File: config.mk
export PLATFORM = sky130hd
export DESIGN_NAME = modem_host_port
export DESIGN_NICKNAME = d
export VERILOG_FILES = /design/src/rtl/host_port_pkg.sv /design/src/rtl/hp_fifo.sv /design/src/rtl/hp_irq_ctrl.sv /design/src/rtl/hp_status_regs.sv /design/src/rtl/modem_host_port.sv
export SDC_FILE = /design/constraint.sdc
export NUM_CORES = 1
export LEC_CHECK = 0
export BUFFER_PORTS_ARGS = -buffer_cell sky130_fd_sc_hd__buf_2
export CORE_ASPECT_RATIO = 1.1
export CORE_MARGIN = 10
export CORE_UTILIZATION = 25
export DETAILED_ROUTE_END_ITERATION = 8
export GPL_ROUTABILITY_DRIVEN = 0
export PLACE_DENSITY = 0.47
export SLEW_MARGIN = 15
export SYNTH_ARGS = -nofsm -noshare
export SYNTH_HDL_FRONTEND = slang
export SYNTH_SLANG_ARGS = --single-unit
File: constraint.sdc
create_clock -name clk -period 3 [get_ports clk]
set_clock_uncertainty 0.1 [all_clocks]
set_input_delay 0.75 -clock clk [delete_from_list [all_inputs] [get_ports clk]]
set_output_delay 0.75 -clock clk [all_outputs]
set_load 0.05 [all_outputs]
File: src/rtl/host_port_pkg.sv
package host_port_pkg;
  localparam int BIT_RXAF  = 7;
  localparam int BIT_TXAE  = 6;
  localparam int BIT_RXEMP = 5;
  localparam int BIT_MASK  = 4;
  localparam int BIT_INT   = 3;
  localparam int BIT_ESC   = 2;
  localparam int BIT_RTS   = 1;
  localparam int BIT_CTS   = 0;
  localparam logic [7:0] STAT_RESET = 8'h63;
  localparam int NUM_IRQ_SRC = 3;
endpackage

File: src/rtl/hp_fifo.sv
module hp_fifo #(
  parameter int W     = 8,
  parameter int DEPTH = 12,
  localparam int AW = (DEPTH > 1) ? $clog2(DEPTH) : 1,
  localparam int CW = $clog2(DEPTH + 1)
) (
  input  logic          clk,
  input  logic          rst_n,
  input  logic          push,
  input  logic [W-1:0]  wdata,
  input  logic          pop,
  output logic [W-1:0]  head,
  output logic [CW-1:0] count,
  output logic          full,
  output logic          empty
);
  logic [W-1:0]  mem [DEPTH];
  logic [AW-1:0] wr_ptr, rd_ptr;
  logic          do_push, do_pop;

  function automatic logic [AW-1:0] step(input logic [AW-1:0] p);
    return (p == AW'(DEPTH - 1)) ? '0 : p + 1'b1;
  endfunction

  assign full    = (count == CW'(DEPTH));
  assign empty   = (count == '0);
  assign do_push = push && !full;
  assign do_pop  = pop && !empty;
  assign head    = mem[rd_ptr];

  always_ff @(posedge clk) begin
    if (do_push) mem[wr_ptr] <= wdata;
  end

  always_ff @(posedge clk) begin
    if (!rst_n) begin
      wr_ptr <= '0;
      rd_ptr <= '0;
      count  <= '0;
    end else begin
      if (do_push) wr_ptr <= step(wr_ptr);
      if (do_pop)  rd_ptr <= step(rd_ptr);
      case ({do_push, do_pop})
        2'b10:   count <= count + 1'b1;
        2'b01:   count <= count - 1'b1;
        default: count <= count;
      endcase
    end
  end
endmodule

File: src/rtl/hp_irq_ctrl.sv
module hp_irq_ctrl #(
  parameter int NSRC = 3,
  parameter logic [NSRC-1:0] RST_LVL = '0
) (
  input  logic            clk,
  input  logic            rst_n,
  input  logic [NSRC-1:0] lvl,
  input  logic [NSRC-1:0] en,
  input  logic [NSRC-1:0] clr,
  output logic [NSRC-1:0] pend,
  output logic            irq
);
  for (genvar g = 0; g < NSRC; g++) begin : g_src
    logic lvl_q, pend_q;
    always_ff @(posedge clk) begin
      if (!rst_n) begin
        lvl_q  <= RST_LVL[g];
        pend_q <= 1'b0;
      end else begin
        lvl_q <= lvl[g];
        if (lvl[g] && !lvl_q && en[g]) pend_q <= 1'b1;
        else if (clr[g])               pend_q <= 1'b0;
      end
    end
    assign pend[g] = pend_q;
  end

  assign irq = |pend;
endmodule

File: src/rtl/hp_status_regs.sv
module hp_status_regs
  import host_port_pkg::*;
(
  input  logic       clk,
  input  logic       rst_n,
  input  logic       rx_af,
  input  logic       tx_ae,
  input  logic       rx_empty,
  input  logic       st_wr,
  input  logic       st_rd,
  input  logic       wd_mask,
  input  logic       wd_esc,
  input  logic       wd_rts,
  input  logic       wd_cts,
  input  logic       clr_rx,
  input  logic       clr_tx,
  input  logic       core_evt,
  output logic [7:0] stat,
  output logic       esc_req,
  output logic       irq
);
  logic mask_q, int_q, esc_q, rts_q, cts_q;
  logic [NUM_IRQ_SRC-1:0] src_lvl, src_en, src_clr, src_pend;

  always_ff @(posedge clk) begin
    if (!rst_n) begin
      mask_q  <= STAT_RESET[BIT_MASK];
      esc_q   <= STAT_RESET[BIT_ESC];
      rts_q   <= STAT_RESET[BIT_RTS];
      cts_q   <= STAT_RESET[BIT_CTS];
      int_q   <= STAT_RESET[BIT_INT];
      esc_req <= 1'b0;
    end else begin
      esc_req <= st_wr && wd_esc;
      if (st_wr) begin
        mask_q <= wd_mask;
        esc_q  <= wd_esc;
        rts_q  <= wd_rts;
        cts_q  <= wd_cts;
      end
      if (core_evt)   int_q <= 1'b1;
      else if (st_rd) int_q <= 1'b0;
    end
  end

  // source 0: receive almost full, 1: transmit almost empty, 2: event flag
  assign src_lvl = {int_q, tx_ae, rx_af};
  assign src_en  = {mask_q, 1'b1, 1'b1};
  assign src_clr = {~int_q, st_wr && clr_tx, st_wr && clr_rx};

  hp_irq_ctrl #(
    .NSRC(NUM_IRQ_SRC),
    .RST_LVL({STAT_RESET[BIT_INT], STAT_RESET[BIT_TXAE], STAT_RESET[BIT_RXAF]})
  ) u_irq (
    .clk(clk), .rst_n(rst_n), .lvl(src_lvl), .en(src_en),
    .clr(src_clr), .pend(src_pend), .irq(irq)
  );

  always_comb begin
    stat            = '0;
    stat[BIT_RXAF]  = rx_af;
    stat[BIT_TXAE]  = tx_ae;
    stat[BIT_RXEMP] = rx_empty;
    stat[BIT_MASK]  = mask_q;
    stat[BIT_INT]   = int_q;
    stat[BIT_ESC]   = esc_q;
    stat[BIT_RTS]   = rts_q;
    stat[BIT_CTS]   = cts_q;
  end
endmodule

File: src/rtl/modem_host_port.sv
module modem_host_port
  import host_port_pkg::*;
#(
  parameter int RX_DEPTH  = 12,
  parameter int TX_DEPTH  = 12,
  parameter int RX_AF_LVL = 10,
  parameter int TX_AE_LVL = 3
) (
  input  logic       clk,
  input  logic       rst_n,
  input  logic       host_sel,
  input  logic       host_wr,
  input  logic       host_rd,
  input  logic [7:0] host_wdata,
  output logic [7:0] host_rdata,
  output logic       core_tx_valid,
  input  logic       core_tx_ready,
  output logic [7:0] core_tx_data,
  input  logic       core_rx_valid,
  output logic       core_rx_ready,
  input  logic [7:0] core_rx_data,
  input  logic       core_evt,
  output logic       esc_req,
  output logic       irq
);
  localparam int RXCW = $clog2(RX_DEPTH + 1);
  localparam int TXCW = $clog2(TX_DEPTH + 1);

  logic [RXCW-1:0] rx_count;
  logic [TXCW-1:0] tx_count;
  logic [7:0]      rx_head, stat_byte;
  logic            rx_full, rx_empty, tx_full, tx_empty;
  logic            rx_af, tx_ae;
  logic            data_wr, data_rd, st_wr, st_rd;

  assign data_wr = host_wr && !host_sel;
  assign data_rd = host_rd && !host_sel;
  assign st_wr   = host_wr && host_sel;
  assign st_rd   = host_rd && host_sel;

  hp_fifo #(.W(8), .DEPTH(TX_DEPTH)) u_txq (
    .clk(clk), .rst_n(rst_n), .push(data_wr), .wdata(host_wdata),
    .pop(core_tx_ready), .head(core_tx_data), .count(tx_count),
    .full(tx_full), .empty(tx_empty)
  );

  hp_fifo #(.W(8), .DEPTH(RX_DEPTH)) u_rxq (
    .clk(clk), .rst_n(rst_n), .push(core_rx_valid), .wdata(core_rx_data),
    .pop(data_rd), .head(rx_head), .count(rx_count),
    .full(rx_full), .empty(rx_empty)
  );

  assign core_tx_valid = !tx_empty;
  assign core_rx_ready = !rx_full;
  assign rx_af = (rx_count >= RXCW'(RX_AF_LVL));
  assign tx_ae = (tx_count <  TXCW'(TX_AE_LVL));

  hp_status_regs u_stat (
    .clk(clk), .rst_n(rst_n), .rx_af(rx_af), .tx_ae(tx_ae),
    .rx_empty(rx_empty), .st_wr(st_wr), .st_rd(st_rd),
    .wd_mask(host_wdata[BIT_MASK]), .wd_esc(host_wdata[BIT_ESC]),
    .wd_rts(host_wdata[BIT_RTS]), .wd_cts(host_wdata[BIT_CTS]),
    .clr_rx(!host_wdata[BIT_RXAF]), .clr_tx(!host_wdata[BIT_TXAE]),
    .core_evt(core_evt), .stat(stat_byte), .esc_req(esc_req), .irq(irq)
  );

  assign host_rdata = host_sel ? stat_byte : (rx_empty ? 8'h00 : rx_head);
endmodule

==> qor.csv, run 1 <==
metric,value,unit
yosysWarnings,0,
min_path_type,flop to flop,
hold_buffers,0,
min_to,u_stat.esc_q,
violations,negative setup slack,
path_clk_slew,0.06,ns
worst_slack,-0.0780,ns
synth_cell_types,52,
synth_cells,622,
max_freq,325,MHz
setup_violations,4,
cap_violations,0,
crit_type,flop to output pin,
synth_edf_count,192,
dr.first_iter.drc_count,258,
period_minus_slack,3.08,ns
cp.required,2.15,ns
hold_depth,2,
post-route-util,31.8,%
p_leak,4.02,nW
final_cell_mix,"192 x edfxtp_1, 53 x nand2_1, 41 x dfxtp_1",
synth_nets,662,
clk_latency,0.52,ns
clockRootBuffer,clkbuf_16,
gr-total-overflow,0,
wl,20800,microns
fillerInstances,3744,
r2r-start,u_txq.count[0],
status,finished with violations,
ys_seq_area_share,68.6,%
critPathLaunchType,flop,
via_per_inst,4.28,
wl_per_cell,16.8,microns
clkSinkCount,236,
slew_viol_final,0,
arrival,2.23,ns
final_layout_size_suffix_gt1_share,27.4,%
r2r_slack,0.44,ns
die_w,208,microns
max_slew_margin,59.8,%
cts_buffers,26,
htree_levels,1,
r2r_cells,9,
die_h,227,microns
worstMarginPinSlew,0.602,ns
initial_core_util,25.4,%
syn_area,0.00969,sq mm
rows,75,
dp_hpwl,14200,microns
grt_max_degree,33,
multi_input_area,0.00302,sq mm
ir_drop,511,uV
port_buffers,43,
nets,759,
antenna_found_initial,1,
syn_area_per_cell,15.6,sq um
synth_seq_cells,236,
dieArea,0.0471,sq mm
dr.pass1.iters,6,
final.setup.tns,-0.201,ns
final_common_cell,edfxtp_1,
clockBufferDepth,3,
min_from,u_stat.esc_q,
regArea,0.00666,sq mm
p_per_area,725,mW/mm^2
cts_tree,built,
grt_pass1_vias,5546,
crit_fanout,5,
grt_pass1_wl,32700,microns
detail-route-antenna-nets,0,
io_pins,44,
drc,0,
syn_to_final_growth,25.5,%
grt_setup_unrepaired,yes,
fin_crit_sh,103,%
grt.total_usage,8.75,%
num_vias,5300,
finalHoldViolations,0,
timing.rr.end,u_txq.count[2],
synth_ff_type,edfxtp_1,
antenna_cells,0,
worstSetupEndpointType,output pin,
core-area,0.0382,sq mm
synthArstFlopShare,0,%
==> cell usage after synthesis, types with 4 or more instances <==
library cell	number	area, sq um
nor2_1	27	101
a21oi_1	12	60.1
buf_4	5	37.5
nor2b_1	11	68.8
dfxtp_1	44	881
nand2b_1	7	43.8
xor2_1	4	35.0
nor3_1	7	35.0
edfxtp_1	192	5770
a21boi_0	7	52.6
nand2_1	53	199
buf_2	8	40.0
o21a_1	7	52.6
and2_1	20	125
buf_1	5	18.8
mux2i_1	47	470
a31oi_1	4	25.0
o21ai_0	10	50.1
o21ai_1	16	80.1
ha_1	16	200
o22ai_1	7	43.8
mux4_2	31	698
nor4_1	5	31.3
nand3_1	23	115
inv_1	10	37.5
clkbuf_1	8	30.0
==> report_power, final <==
group          internal [W]  switching, W
logic              0.000885      0.000943
clock network       0.00200       0.00123
registers           0.00364      0.000120
==> logic make-up after synthesis <==
group,after synthesis,synth area share (%)
flops,236,68.6
simple gates,171,9.33
mux,80,12.6
compound gates,74,5.00
buf+inv,39,1.90
fa+ha+maj,16,2.07
xor+xnor,6,0.542
==> sequential cells by signal (all words and copies together) (netlist names), named ones only <==
name and cells:
u_stat.u_irq.g_src.pend_q 3, u_stat.u_irq.g_src.lvl_q 3, u_stat.rts_q 1, u_stat.int_q 1
u_txq.count 4, u_stat.esc_req 1, u_rxq.count 4, u_stat.cts_q 1
u_rxq.mem 96, u_txq.mem 96, u_txq.rd_ptr 4, u_stat.mask_q 1
u_txq.wr_ptr 4, u_rxq.rd_ptr 4, u_rxq.wr_ptr 4, u_stat.esc_q 1
==> layout make-up <==
class                           count  share of cell area, %
Clock buffer                       33                   5.82
Clock inverter                     13                   1.36
Inverter                           11                  0.340
Multi-Input combinational cell    347                   24.8
Sequential cell                   236                   54.7
Tap cell                          500                   5.14
Timing Repair Buffer               97                   7.80
==> worst max-delay path by stage <==
stage	start	endpoint	slack, ns	depth (start not counted)
3_5_place_dp	host_sel	host_rdata[3]	0.15	6
2_1_floorplan	host_sel	host_rdata[0]	0.04	4
6_report	flop	host_rdata[6]	-0.08	6
5_1_grt	flop	host_rdata[2]	-0.17	9
3_3_place_gp	host_sel	host_rdata[3]	0.18	6
4_1_cts	flop	host_rdata[7]	-0.13	6
==> through the flow <==
| stage | instance area (sq um) | std cells | setup slack (ns) | hold slack (ns) | power, W |
|---|---|---|---|---|---|
| 2_1_floorplan | 9690 | 622 | 0.0415 | 0.334 | 0.00489 |
| 3_3_place_gp | 10700 | 1172 | 0.182 | 0.358 | 0.00532 |
| 3_5_place_dp | 10700 | 1172 | 0.152 | 0.366 | 0.00532 |
| 4_1_cts | 12000 | 1230 | -0.133 | 0.374 | 0.00892 |
| 5_1_grt | 12200 | 1237 | -0.174 | 0.395 | 0.00923 |
| 6_report | 12200 | 1237 | -0.0780 | 0.369 | 0.00882 |
==> layer usage <==
layer	vias up	part of all wire (%)	global-route usage [%]
li1	2581	-	-
met3	25	4.2	1.90
met4	2	1.3	1.73
met1	2604	44	10.6
met2	88	50	15.7
met5	-	0.086	0
==> critical path: stages (launching register included) <==
cell and delay (ns):
dfxtp_4 0.37, buf_12 0.13, mux4_2 0.52, mux2i_2 0.20, o21ai_1 0.08, a32o_2 0.25
buf_8 0.16
==> timing repair <==
| action | in CTS | in global routing |
|---|---|---|
| cloned | 5 | 0 |
| resized for setup | 56 | 19 |
| endpoints found under the setup margin | 15 | 16 |
| pin swaps | 6 | 6 |
| buffers inserted | 7 | 7 |
Note: power is estimated with default switching activity, not from simulation.
==> inputs of run 2 (changes only) <==
- CORE_UTILIZATION: 25 -> 30
- PLACE_DENSITY: 0.47 -> 0.52
==> run 2 against run 1 <==
Against the previous run:
- the run still ends with negative setup slack left
- register-to-register slack improved by 0.03 ns
- non-clock buffer count decreased by 6
- sequential power about the same
- critical path type unchanged
- largest cell class unchanged
==> qor.csv, run 2 (synthesis gave the netlist of run 1 again) <==
metric,value,unit
clk_latency,0.52,ns
initial_core_util,30.6,%
final_layout_size_suffix_gt1_share,25.6,%
detail-route-antenna-nets,0,
crit_fanout,7,
min_from,core_evt,
grt_pass1_vias,5341,
cp_slowest_cell,mux4_2,
pre_cts_ws,0.174,ns
reg.largest.list,"u_rxq.mem x96, u_txq.mem x96",
max_stage_delay,0.52,ns
gr-total-overflow,0,
drc,0,
intPower,0.00619,W
final_cells,1153,
clkSinkCount,236,
clockRootBuffer,clkbuf_16,
worstMarginPinSlew,0.609,ns
dp_hpwl,13600,microns
wl,20200,microns
dr.pass1.iters,4,
numPlacedInstances,1091,
r2r-start,u_txq.count[0],
hold_buffers,0,
finalHoldViolations,0,
hold_depth,3,
max_slew_margin,59.4,%
post_dp_cell_area,0.0106,sq mm
wl_met2,9950,microns
fin_crit_sh,103,%
grt.total_usage,10.1,%
clkPwrFrac,35.6,%
cts_buffers,26,
rows,68,
timing.rr.end,u_txq.count[2],
grt_setup_unrepaired,yes,
worstSetupEndpointType,output pin,
p_switching,0.00226,W
die_h,209,microns
worst_slack,-0.0833,ns
path_clk_slew,0.06,ns
p_seq_share,44.3,%
cts_tree,built,
highest_layer,met4,
antenna_found_initial,0,
p_per_area,718,mW/mm^2
p_leak,3.89,nW
hold_slack,0.363,ns
final_area,0.0118,sq mm
path_cells,"buf_12, mux4_2, mux2i_1, o21ai_1, a22o_1, buf_6",
violations,negative setup slack,
max_freq,324,MHz
syn_to_final_growth,21.3,%
slew_viol_final,0,
crit_type,flop to output pin,
ir_drop,466,uV
io_pins,44,
htree_levels,1,
power_frac_comb,20.0,%
r2r_slack,0.47,ns
grt_max_degree,28,
core-area,0.0317,sq mm
final_common_cell,edfxtp_1,
cp_top_family,multiplexers,
cp.required,2.15,ns
arrival,2.23,ns
critPathLaunchType,flop,
die_w,191,microns
grt_pass1_wl,31800,microns
min_path_type,primary input to flop,
wl_per_cell,17.5,microns
final_cell_mix,"192 x edfxtp_1, 53 x nand2_1, 42 x buf_4",
num_vias,5228,
period_minus_slack,3.08,ns
dr.first_iter.drc_count,275,
r2r_cells,9,
crit_buf_inv,2,
setup_violations,4,
status,finished with violations,
dieArea,0.0399,sq mm
swShare,26.7,%
wl_met3,796,microns
cap_violations,0,
nets,753,
min_to,u_stat.int_q,
antenna_cells,0,
clockBufferDepth,3,
via_per_inst,4.53,
wl_met1,9090,microns
port_buffers,43,
==> run 2: worst max path at each step <==
stage                                 to      from  depth (start not counted)  slack [ns]
after floorplan            host_rdata[0]  host_sel                          4        0.04
after global placement    u_txq.count[2]   host_wr                         11        0.18
after detailed placement  u_txq.count[2]   host_wr                         11        0.17
after CTS                  host_rdata[7]      flop                          6       -0.13
after global routing       host_rdata[7]      flop                          6       -0.17
final                      host_rdata[7]      flop                          6       -0.08
==> run 2: layer usage <==
layer / track usage [%] / vias to the layer above
met4: 2.58 / 0
met5: 0 / -
met3: 1.81 / 28
met2: 17.0 / 86
li1: - / 2559
met1: 13.0 / 2555
==> run 2: worst reg2reg max path, cell delays in order (launching register included) <==
cell and delay [ns]:
dfxtp_1 0.41, o41ai_4 0.49, inv_2 0.14, ha_1 0.29, xor2_1 0.16, ha_1 0.18
a21oi_1 0.14, xor2_1 0.09, or3_1 0.30, a21boi_0 0.16
==> run 2: through the flow <==
step	power, W	TNS (ns)	util, %
2_1_floorplan	0.00489	0	-
6_report	0.00845	-0.282	37.2
5_1_grt	0.00882	-0.724	37.2
3_5_place_dp	0.00529	0	33.4
3_3_place_gp	0.00528	0	33.4
4_1_cts	0.00848	-0.526	36.8
==> run 2: power groups by stage <==
stage	clock network, W	logic, W	registers, W
after CTS	0.00310	0.00164	0.00374
after global placement	0	0.00149	0.00380
after global routing	0.00323	0.00183	0.00376
after detailed placement	0	0.00149	0.00380
final	0.00301	0.00169	0.00374
after floorplan	0	0.00112	0.00376
==> run 2: timing repair <==
| item | CTS | global route |
|---|---|---|
| gates resized for setup | 43 | 18 |
| pin swaps | 7 | 7 |
| setup buffers | 4 | 9 |
| endpoints found under the setup margin | 16 | 16 |
| gates cloned | 2 | 0 |
==> run 2: cell type report <==
| class | count | area (sq um) |
|---|---|---|
| Multi-Input combinational cell | 347 | 2960 |
| Inverter | 11 | 41.3 |
| Fill cell | 3035 | 19900 |
| Clock buffer | 38 | 768 |
| Timing Repair Buffer | 91 | 758 |
| Clock inverter | 10 | 53.8 |
| Tap cell | 420 | 526 |
| Sequential cell | 236 | 6660 |
